File: src/rtl/alarm_pkg.sv
// Shared register offsets for the alarm timer.
// Assumes byte addressing with 32-bit aligned registers.
package alarm_pkg;
    localparam int ADDR_W = 5;
    localparam logic [ADDR_W-1:0] OFS_COUNT   = 5'h00;
    localparam logic [ADDR_W-1:0] OFS_PRESET  = 5'h04;
    localparam logic [ADDR_W-1:0] OFS_EN_CLR  = 5'h08;
    localparam logic [ADDR_W-1:0] OFS_EN_SET  = 5'h0C;
    localparam logic [ADDR_W-1:0] OFS_STAT_RD = 5'h10;
    localparam logic [ADDR_W-1:0] OFS_EN_RD   = 5'h14;
    localparam logic [ADDR_W-1:0] OFS_ST_CLR  = 5'h18;
    localparam logic [ADDR_W-1:0] OFS_ST_SET  = 5'h1C;
    localparam int FLAG_EN   = 0;
    localparam int FLAG_STAT = 1;
    localparam int N_FLAGS   = 2;
endpackage

File: src/rtl/alarm_counter.sv
// Down-counter with automatic reload and its preset register.
// On a tick the count steps down; at zero it reloads and pulses zero_evt.
// A software write to the counter takes priority over tick activity.
// Assumes tick is synchronous to clk.
module alarm_counter #(
    parameter int W = 16
) (
    input  logic         clk,
    input  logic         rst_n,
    input  logic         tick,
    input  logic         wr_cnt,
    input  logic         wr_pre,
    input  logic [W-1:0] wr_val,
    output logic [W-1:0] cnt,
    output logic [W-1:0] preset,
    output logic         zero_evt
);
    logic at_zero;

    // Detect the reload condition: tick while the count is zero
    always_comb begin
        at_zero  = (cnt == '0);
        zero_evt = tick && at_zero;
    end

    // Preset register: written only by software
    always_ff @(posedge clk) begin
        if (!rst_n)      preset <= '0;
        else if (wr_pre) preset <= wr_val;
    end

    // Counter: software write, then reload, then decrement
    always_ff @(posedge clk) begin
        if (!rst_n)        cnt <= '0;
        else if (wr_cnt)   cnt <= wr_val;
        else if (zero_evt) cnt <= preset;
        else if (tick)     cnt <= cnt - 1'b1;
    end


    dec_one_chk: assert property (@(posedge clk) disable iff (!rst_n)
        (tick && !at_zero && !wr_cnt) |=> (cnt == $past(cnt) - 1'b1));

    hold_chk: assert property (@(posedge clk) disable iff (!rst_n)
        (!tick && !wr_cnt) |=> $stable(cnt));

    reload_chk: assert property (@(posedge clk) disable iff (!rst_n)
        (tick && at_zero && !wr_cnt) |=> (cnt == $past(preset)));

    sw_wins_chk: assert property (@(posedge clk) disable iff (!rst_n)
        wr_cnt |=> (cnt == $past(wr_val)));
endmodule

File: src/rtl/alarm_flag.sv
// One sticky flag that changes only through set and clear pulses.
// When set and clear arrive in the same cycle, set wins.
// Assumes set and clr are single-cycle pulses.
module alarm_flag (
    input  logic clk,
    input  logic rst_n,
    input  logic set,
    input  logic clr,
    output logic q
);
    // Flag storage with set priority over clear
    always_ff @(posedge clk) begin
        if (!rst_n)   q <= 1'b0;
        else if (set) q <= 1'b1;
        else if (clr) q <= 1'b0;
    end


    set_wins_chk: assert property (@(posedge clk) disable iff (!rst_n)
        set |=> q);

    clr_chk: assert property (@(posedge clk) disable iff (!rst_n)
        (clr && !set) |=> !q);

    idle_chk: assert property (@(posedge clk) disable iff (!rst_n)
        (!set && !clr) |=> $stable(q));
endmodule

File: src/rtl/alarm_timer.sv
// Alarm timer top: register decode, counter, the two flags, read mux, irq.
// Reads are combinational. Writes take effect at the next clock edge.
// Assumes DATA_W >= CNT_W and a single access per cycle.
module alarm_timer #(
    parameter int CNT_W  = 16,
    parameter int DATA_W = 32
) (
    input  logic                       clk,
    input  logic                       rst_n,
    input  logic                       tick,
    input  logic [alarm_pkg::ADDR_W-1:0] addr,
    input  logic                       wr_en,
    input  logic [DATA_W-1:0]          wr_data,
    output logic [DATA_W-1:0]          rd_data,
    output logic                       irq
);
    import alarm_pkg::*;

    localparam int PAD_W = DATA_W - CNT_W;

    logic [CNT_W-1:0]   cnt;
    logic [CNT_W-1:0]   preset;
    logic               zero_evt;
    logic               wr_cnt;
    logic               wr_pre;
    logic [N_FLAGS-1:0] f_set;
    logic [N_FLAGS-1:0] f_clr;
    logic [N_FLAGS-1:0] f_q;
    logic               one_bit;
    logic               unused_wdata_hi;

    assign unused_wdata_hi = ^wr_data[DATA_W-1:CNT_W];
    assign one_bit         = wr_en && wr_data[0];

    // Write decode for the counter, the preset and the flag strobes
    always_comb begin
        wr_cnt           = wr_en && (addr == OFS_COUNT);
        wr_pre           = wr_en && (addr == OFS_PRESET);
        f_set[FLAG_EN]   = one_bit && (addr == OFS_EN_SET);
        f_clr[FLAG_EN]   = one_bit && (addr == OFS_EN_CLR);
        f_set[FLAG_STAT] = (one_bit && (addr == OFS_ST_SET)) || zero_evt;
        f_clr[FLAG_STAT] = one_bit && (addr == OFS_ST_CLR);
    end

    alarm_counter #(.W(CNT_W)) u_counter (
        .clk     (clk),
        .rst_n   (rst_n),
        .tick    (tick),
        .wr_cnt  (wr_cnt),
        .wr_pre  (wr_pre),
        .wr_val  (wr_data[CNT_W-1:0]),
        .cnt     (cnt),
        .preset  (preset),
        .zero_evt(zero_evt)
    );

    for (genvar i = 0; i < N_FLAGS; i++) begin : g_flag
        alarm_flag u_flag (
            .clk  (clk),
            .rst_n(rst_n),
            .set  (f_set[i]),
            .clr  (f_clr[i]),
            .q    (f_q[i])
        );
    end

    // Read mux: write-only and unmapped offsets return zero
    always_comb begin
        rd_data = '0;
        unique case (addr)
            OFS_COUNT:   rd_data = {{PAD_W{1'b0}}, cnt};
            OFS_PRESET:  rd_data = {{PAD_W{1'b0}}, preset};
            OFS_STAT_RD: rd_data[0] = f_q[FLAG_STAT];
            OFS_EN_RD:   rd_data[0] = f_q[FLAG_EN];
            default:     rd_data = '0;
        endcase
    end

    // Interrupt request from the two flags
    assign irq = f_q[FLAG_STAT] && f_q[FLAG_EN];


    zero_sets_stat_chk: assert property (@(posedge clk) disable iff (!rst_n)
        zero_evt |=> (rd_data[0] || addr != OFS_STAT_RD) && irq == f_q[FLAG_EN]);

    preset_wr_chk: assert property (@(posedge clk) disable iff (!rst_n)
        wr_pre |=> (preset == $past(wr_data[CNT_W-1:0])));
endmodule

File: config.mk
export PLATFORM = sky130hd
export DESIGN_NAME = alarm_timer
export DESIGN_NICKNAME = d
export VERILOG_FILES = /design/src/rtl/alarm_pkg.sv /design/src/rtl/alarm_counter.sv /design/src/rtl/alarm_flag.sv /design/src/rtl/alarm_timer.sv
export SDC_FILE = /design/constraint.sdc
export NUM_CORES = 1
export LEC_CHECK = 0
export ABC_AREA = 0
export BUFFER_PORTS_ARGS = -buffer_cell sky130_fd_sc_hd__buf_2
export CORE_ASPECT_RATIO = 2
export CORE_UTILIZATION = 55
export DETAILED_ROUTE_END_ITERATION = 7
export GPL_ROUTABILITY_DRIVEN = 0
export GPL_TIMING_DRIVEN = 0
export PLACE_DENSITY = 0.91
export SLEW_MARGIN = 20
export SYNTH_ARGS = -nofsm -noshare
export SYNTH_HDL_FRONTEND = slang
export SYNTH_HIERARCHICAL = 1
export SYNTH_SLANG_ARGS = --single-unit
File: constraint.sdc
create_clock -name clk -period 4.7 [get_ports clk]
set_input_delay 0.47 -clock clk [delete_from_list [all_inputs] [get_ports clk]]
set_output_delay 0.47 -clock clk [all_outputs]
set_load 0.05 [all_outputs]
# [Word-level counts from Yosys, hierarchy flattened]
# Index checks and enable logic that the tools add are counted.
[word_totals] inputBits=41 output_inout_bits=33 wordCells=36 ff_bits=34
[op_classes] mux=9 eq_ne=7 addsub=1 reduce_logical=15
[ops] op="16-bit 2-to-1 mux" count=3
[ops] op="15-bit case mux with 2 select lines" count=1
[ops] op="5-bit equality test (second input constant)" count=4
[ops] op="16-bit zero test" count=1
[ops] op="16-bit by 1-bit subtractor with 16-bit output (second input constant)" count=1
[ops] op="5-bit by 4-bit equality test with 1-bit output (second input constant)" count=2
[ops] op="1-bit logical AND" count=9
[ops] op="5-bit by 3-bit equality test with 1-bit output (second input constant)" count=1
[ops] op="5-bit zero test" count=1
[ops] op="1-bit 2-to-1 mux" count=4
[ops] op="1-bit case mux with 4 select lines" count=1
[ops] op="2-bit nonzero test" count=2
[ops] op="3-bit nonzero test" count=1
[ops] op="1-bit logical OR" count=1

# [Logic depth before layout (Yosys ltp)]
# Gate-level depths: netlist of the first run.
[depth] ltp_word=4 depth_mapped=9 ltp_nobuf=8

# [Modules after synthesis]
# Netlist of the first run, hierarchy kept.
[by_module_without_submodules] module="alarm_counter" area_per_inst_um2=1761.7 instances=1 cells_per_inst=203 seq_area_each_um2=640.6
[by_module_without_submodules] module="alarm_timer" area_per_inst_um2=478.0 instances=1 cells_per_inst=69 seq_area_each_um2=0.0
[by_module_without_submodules] module="alarm_flag" area_per_inst_um2=41.3 instances=2 cells_per_inst=3 seq_area_each_um2=20.0

# [Worst setup path before layout of the first run]
# No wires, ideal clock.
[synth_timing] kind="input to output" start="in addr[1] in the netlist's numbering" end="out rd_data[0]" required_time_ps=4230 cell_stages=2 t_arrival_ps=2224 setup_slack_ps=2006 path_cell_list="or3b_2 -> o32ai_1"
[synth_via] elab_chain_len=2 word_cells_on_any_way=5 classes_between="eq/ne (3); mux (1); reduce/logical (1)"
[synth_rtl] item="start, declared" line="alarm_timer.sv:11" rtl="input logic [alarm_pkg::ADDR_W-1:0] addr,"
[synth_rtl] item="5-bit equality test (tied with other cells)" line="alarm_timer.sv:70" rtl="unique case (addr)"
[synth_rtl] item="1-bit case mux with 4 select lines (*)" line="alarm_timer.sv:70"
[synth_rtl] item="end, declared" line="alarm_timer.sv:14" rtl="output logic [DATA_W-1:0] rd_data,"
# Every way passes the cells marked *; elsewhere a longest branch is shown, timed or not.

# [Final worst setup path of the first run]
[layout_timing] start="in addr[1] in the netlist's numbering" end="reg u_counter.cnt[11]"
[layout_via] elab_chain_len=3 word_cells_on_any_way=4 classes_between="mux (1); reduce/logical (3)"
[layout_rtl] item="5-bit zero test (*)" line="alarm_timer.sv:37" rtl="wr_cnt = wr_en && (addr == OFS_COUNT);"
[layout_rtl] item="1-bit logical AND (*)" line="alarm_timer.sv:37"
[layout_rtl] item="named net wr_cnt" line="alarm_timer.sv:24" rtl="logic wr_cnt;"
[layout_rtl] item="3-bit nonzero test (no line) / 16-bit 2-to-1 mux (equally long branches)"
[layout_rtl] item="end signal, assigned" line="alarm_counter.sv:35" rtl="else if (wr_cnt) cnt <= wr_val;"
[layout_rtl] item="end signal, assigned" line="alarm_counter.sv:36" rtl="else if (zero_evt) cnt <= preset;"
[layout_rtl] item="end signal, assigned" line="alarm_counter.sv:37" rtl="else if (tick) cnt <= cnt - 1'b1;"
[layout_rtl] item="end, declared" line="alarm_counter.sv:14" rtl="output logic [W-1:0] cnt,"
# The timed path passes the listed nets; every way through them passes the cells marked *.
# A chain may end at the register's enable or synchronous reset.

==> results of run 1 <==
==> worst max-delay path, delay by kind of cell <==
family          cells  cell delay, ns
compound gates      2            0.29
buf+inv             4            1.20
simple gates        3            1.07
==> flip-flops by register name, summed over array words and instances (netlist names) <==
name	flops
u_counter/preset	16
u_counter/cnt	16
g_flag.u_flag/q	2
==> final cells by class <==
class,instances,area (sq um),area share
well taps,52,65.1,0.0236
multi-input cells,216,1460,0.529
flip-flops and latches,34,681,0.247
inverters,9,33.8,0.0123
clock inverters,1,30.0,0.0109
plain buffers,34,208,0.0755
repair buffers,39,195,0.0709
clock buffers,6,82.6,0.0300
==> worst max path at each step <==
stage             from  slack (ns)  cells past startpoint                 to
2_1_floorplan  addr[1]        2.01                      2         rd_data[0]
3_3_place_gp   addr[1]        1.67                      9  u_counter/cnt[11]
3_5_place_dp   addr[1]        1.61                      9  u_counter/cnt[11]
4_1_cts        addr[1]        1.92                      9  u_counter/cnt[13]
5_1_grt        addr[1]        1.76                      9  u_counter/cnt[13]
6_report       addr[1]        1.81                      9  u_counter/cnt[11]
==> synth_stat cells, drive strengths merged (2+ instances only) <==
cell	number	area, sq um
a21oi	13	65.1
a32o	2	20.0
buf	22	163
clkbuf	12	45.0
dfxtp	34	681
inv	8	30.0
mux2i	34	340
nand2	15	56.3
nand2b	3	18.8
nand3	4	20.0
nand4	6	52.6
nor2	37	139
nor2b	4	40.0
nor3	13	76.3
nor3b	11	93.8
nor4	4	46.3
o21a	2	15.0
o21ai	9	45.0
o221ai	3	26.3
o31ai	3	22.5
o32a	3	30.0
o32ai	6	52.6
or3	3	18.8
xnor2	3	26.3
xor2	9	78.8
==> where the power goes <==
group | switching (mW) | total (mW) | internal (mW)
Sequential | 0.114 | 0.470 | 0.356
Clock | 0.105 | 0.275 | 0.170
Combinational | 0.464 | 0.780 | 0.315
Total | 0.684 | 1.52 | 0.841
==> kinds of logic (layout without fill, tap and decap cells) <==
logic type | after synthesis | in the layout | synth area share
mux | 34 | 34 | 0.147
xor+xnor | 12 | 12 | 0.0453
buf+inv | 43 | 89 | 0.104
flops | 34 | 34 | 0.293
other cells | 1 | 16 | 0.00161
simple gates | 107 | 107 | 0.267
compound gates | 46 | 46 | 0.137
fa+ha+maj | 1 | 1 | 0.00539
==> metal layers <==
| layer | vias up | GRT usage | part of all wire |
|---|---|---|---|
| li1 | 1080 | - | - |
| met1 | 1058 | 0.338 | 0.34 |
| met2 | 154 | 0.533 | 0.52 |
| met3 | 43 | 0.0538 | 0.072 |
| met4 | 0 | 0.213 | 0.063 |
| met5 | - | 0 | 0 |
==> per-stage QoR <==
stage | hold WS [ns] | total power [mW] | instances
after CTS | 0.409 | 1.50 | 391
after floorplan | 0.476 | 1.05 | 293
after global routing | 0.416 | 1.60 | 391
after global placement | 0.501 | 1.18 | 384
after detailed placement | 0.511 | 1.21 | 384
final | 0.408 | 1.52 | 391
==> results.cfg, run 1 <==
[outcome]
status = finished, final reports clean

[worst_setup_path]
ff2ff_setup_slack_ns = 2.41
r2r.worst_path.cells = 6
timing.rr.start = u_counter/cnt[0]
setup.worst_path.start_class = input pin
slowest_cell_on_the_critical_path = sky130_fd_sc_hd__or4_4
setup.worst_path.end_class = flop
crit_top_cell = sky130_fd_sc_hd__clkbuf_1
slowest_delay_ns = 0.53
timing.critical_path.arrival_ns = 3.04
timing.rr.end = u_counter/cnt[11]
critical_path_class = input pin to flop
crit_required_ns = 4.85
path_cells = buf_2 > or4_4 > buf_6 > nor3_1 > clkbuf_1 > clkbuf_1 > o21ai_0 > nand2_1 > o221ai_1
critical_path_peak_fanout = 10

[logic_synthesis]
synth.yosys.seq_area_share = 0.293
synth_enable_flop_cells = 0
ys_seq_elements = 34
post_synth_inst_count = 278
postSynthAreaPerCell_sq_um = 8.35
ys_async_sr_fraction = 0
yosysUniqueCellTypes = 48
yosys_warnings = 6
synthesis.area_sq_um = 2320
synth-main-ff-cell = sky130_fd_sc_hd__dfxtp_1

[timing]
max_clock_freq_ghz = 0.346
min_period_ns = 2.89
setup_viol = 0
timing.clock.skew_ns = 0.00921
finalHoldViolations = 0
drv_slew = 0
tightestPinTransition_ns = 0.737
max-slew-margin-rel = 0.505
timing.setup.tns_ns = 0
part_of_the_cycle_the_worst_path_needs = 0.615
grt_setup_unrepaired = no
setup_ws_ns = 1.81

[power_and_ir_drop]
power_density_nw_per_um2 = 554
max-vdd-ir-drop_uv = 406
cellLeakagePower_nw = 1.12

[floorplan]
start_util = 0.568
die_y_um = 93.9
top_level_ports = 74
core-area_sq_um = 4090
die-area_sq_um = 4500
fp-row-count = 33
die_width_um = 47.9

[clocking]
cts_root_buf = sky130_fd_sc_hd__clkbuf_8
numCtsBuffers = 5
cts_post_setup_buffers_inserted = 0
cts.reportedPaths.clkPinSlew_ns = 0.07
max_h_tree_level = 2
cts_buffer_depth = 2
tritoncts = built
ctsResizeCount = 0
clock-sinks = 34
worst_skew_pair.late_latency_ns = 0.29
count_of_hold_fix_buffers_inserted_at_cts = 0

[finish]
utilization_after_layout = 0.673
final_common_cell = sky130_fd_sc_hd__buf_2
mostFrequentLayoutCells = sky130_fd_sc_hd__buf_2 (43), sky130_fd_sc_hd__nor2_1 (37), sky130_fd_sc_hd__mux2i_1 (34), sky130_fd_sc_hd__dfxtp_1 (34)
finish.instance_area_sq_um = 2750
antenna_cells = 0
final_layout_size_suffix_gt1_frac = 0.227
number_of_filler_instances_in_the_final_layout = 373
syn2layout_area_growth_pct = 18.5
final_net_count = 381

[hold_path]
min_path_cells = 2
hold_path_end = g_flag[0].u_flag/q
hold_path.startpoint = rst_n
worst_hold_path_type = input pin to flop

[global_routing]
grtUsageTotal = 0.319
antenna_violations_before_repair = 0
grt-ovfl-total = 0
wire_length_of_the_first_global_routing_pass_um = 10200
grt_max_degree = 11
via_count_of_the_first_global_routing_pass = 2185

[route]
drt_first_iter_violations = 110
avgRoutedWirePerCell_um = 16.5
route.detailed.drc = 0
dr.pass1.iters = 5
routed_wl_um = 6460
route.antenna.remaining_nets = 0
dr_total_vias = 2335
routed_via_density = 5.97

[placed_design]
dpl-instance-area_sq_um = 2640
place_ws_ns = 1.61
port_buffers = 39
post-dp-hpwl_um = 4610

[run]
max_cap_viol_count = 0
No activity file was read; power rests on OpenSTA's default activity.
==> inputs of run 2 (changes only) <==
Settings changed: CORE_UTILIZATION 55 to 51, PLACE_DENSITY 0.91 to 0.86.
Clock period 4.7 ns to 3 ns, I/O delays scaled along.
==> run 2 against run 1 <==
Effect of this change:
- setup slack got worse by 1.6 ns
- sequential power rose by 56%
- clock power rose by 51%
- combinational power rose by 55%
- critical path depth did not move
- final area fell by 0.14%
- first-iteration DRC count fell by 13%
- die area rose by 7.6%
- non-clock buffer count did not move
- critical path type unchanged
- largest cell class unchanged
==> results.cfg, run 2 (synthesized netlist as in run 1, its figures left out) <==
[outcome]
status = finished, final reports clean

[timing]
drv_slew = 0
setup_ws_ns = 0.203
min_period_ns = 2.80
max_clock_freq_ghz = 0.358
timing.clock.skew_ns = 0.00770
max-slew-margin-rel = 0.480
grt_setup_unrepaired = no
part_of_the_cycle_the_worst_path_needs = 0.932
finalHoldViolations = 0
tightestPinTransition_ns = 0.774
hold_slack_ns = 0.256
timing.setup.tns_ns = 0
setup_viol = 0

[placed_design]
place_ws_ns = 0.0411
post-dp-hpwl_um = 4530
port_buffers = 39
dpl-instance-area_sq_um = 2640

[clocking]
cts_root_buf = sky130_fd_sc_hd__clkbuf_8
numCtsBuffers = 5
cts_buffer_depth = 2
worst_skew_pair.late_latency_ns = 0.29
cts_post_setup_buffers_inserted = 0
clock-sinks = 34
max_h_tree_level = 2
tritoncts = built
ctsResizeCount = 0
count_of_hold_fix_buffers_inserted_at_cts = 0
cts.reportedPaths.clkPinSlew_ns = 0.07

[finish]
mostFrequentLayoutCells = sky130_fd_sc_hd__buf_2 (43), sky130_fd_sc_hd__nor2_1 (37), sky130_fd_sc_hd__mux2i_1 (34), sky130_fd_sc_hd__dfxtp_1 (34)
leading_registers_by_flop_count = u_counter/cnt x16, u_counter/preset x16, g_flag.u_flag/q x2
finish.instance_area_sq_um = 2750
area.sequential_sq_um = 681
antenna_cells = 0
number_of_filler_instances_in_the_final_layout = 424
final_net_count = 381
multi_input_gate_area_sq_um = 1460
final_layout_size_suffix_gt1_frac = 0.224
syn2layout_area_growth_pct = 18.3
final_common_cell = sky130_fd_sc_hd__buf_2

[route]
dr_total_vias = 2240
routed_wl_um = 6280
avgRoutedWirePerCell_um = 15.9
route.antenna.remaining_nets = 0
routed_via_density = 5.69
route.detailed.drc = 0
drt_first_iter_violations = 96
dr.pass1.iters = 4

[worst_setup_path]
timing.rr.start = u_counter/cnt[0]
crit_top_cell = sky130_fd_sc_hd__clkbuf_1
slowest_cell_on_the_critical_path = sky130_fd_sc_hd__or4_4
ff2ff_setup_slack_ns = 0.81
setup.worst_path.end_class = flop
setup.worst_path.start_class = input pin
slowest_delay_ns = 0.52
crit_required_ns = 3.15
critical_path_class = input pin to flop
critical_path_peak_fanout = 10
path_cells = buf_2 > or4_4 > buf_6 > nor3_1 > clkbuf_1 > clkbuf_1 > o21ai_0 > nand2_1 > o221ai_1
timing.critical_path.arrival_ns = 2.94
startpoint = addr[1]

[global_routing]
antenna_violations_before_repair = 0
grt_max_degree = 11
wire_length_of_the_first_global_routing_pass_um = 10100
grt-ovfl-total = 0
via_count_of_the_first_global_routing_pass = 2271
grtUsageTotal = 0.274

[hold_path]
hold_path.startpoint = rst_n
worst_hold_path_type = input pin to flop

[power_and_ir_drop]
cellLeakagePower_nw = 1.11
max-vdd-ir-drop_uv = 553
power_density_nw_per_um2 = 859
power.total_mw = 2.36

[floorplan]
core-area_sq_um = 4340
fp-row-count = 34
die_width_um = 49.7
start_util = 0.535
top_level_ports = 74
die-area_sq_um = 4840
die_y_um = 97.4

[run]
max_cap_viol_count = 0
run 2: cell types whose count changed in the layout (fill, tap and decap cells not counted):
cell | before | now
sky130_fd_sc_hd__clkbuf_1 | 12 | 14
sky130_fd_sc_hd__clkbuf_8 | 6 | 5
run 2: critical path: cells and delay by family:
family	cells	cell delay [ns]
simple gates	3	1.13
buf+inv	4	1.18
compound gates	2	0.32
run 2: final cells by class:
cell class              instances  share of cell area
inverters                       9              0.0123
flip-flops and latches         34               0.248
well taps                      54              0.0246
multi-input cells             216               0.530
clock inverters                 1              0.0109
plain buffers                  34              0.0756
repair buffers                 39              0.0710
clock buffers                   7              0.0278
run 2: through the flow:
step                      instances   util
after global routing            394  0.633
final                           394  0.633
after global placement          386  0.609
after floorplan                 293      -
after CTS                       394  0.633
after detailed placement        386  0.609
run 2: final timing paths:
kind | end | cells past startpoint
worst max register to register | g_flag[1].u_flag/q | 8
worst min register to register | u_counter/preset[11] | 2
worst max-delay path | u_counter/cnt[11] | 9
worst min-delay path | g_flag[1].u_flag/q | 2
run 2: per-layer routing:
layer,part of all wire,global-route usage
met2,0.56,0.511
met4,0.028,0.180
met5,0,0
met1,0.36,0.263
met3,0.054,0.0391
run 2: power by group:
group | total [mW] | switching, mW | internal [mW]
logic | 1.21 | 0.717 | 0.493
registers | 0.734 | 0.176 | 0.557
clock network | 0.415 | 0.167 | 0.249
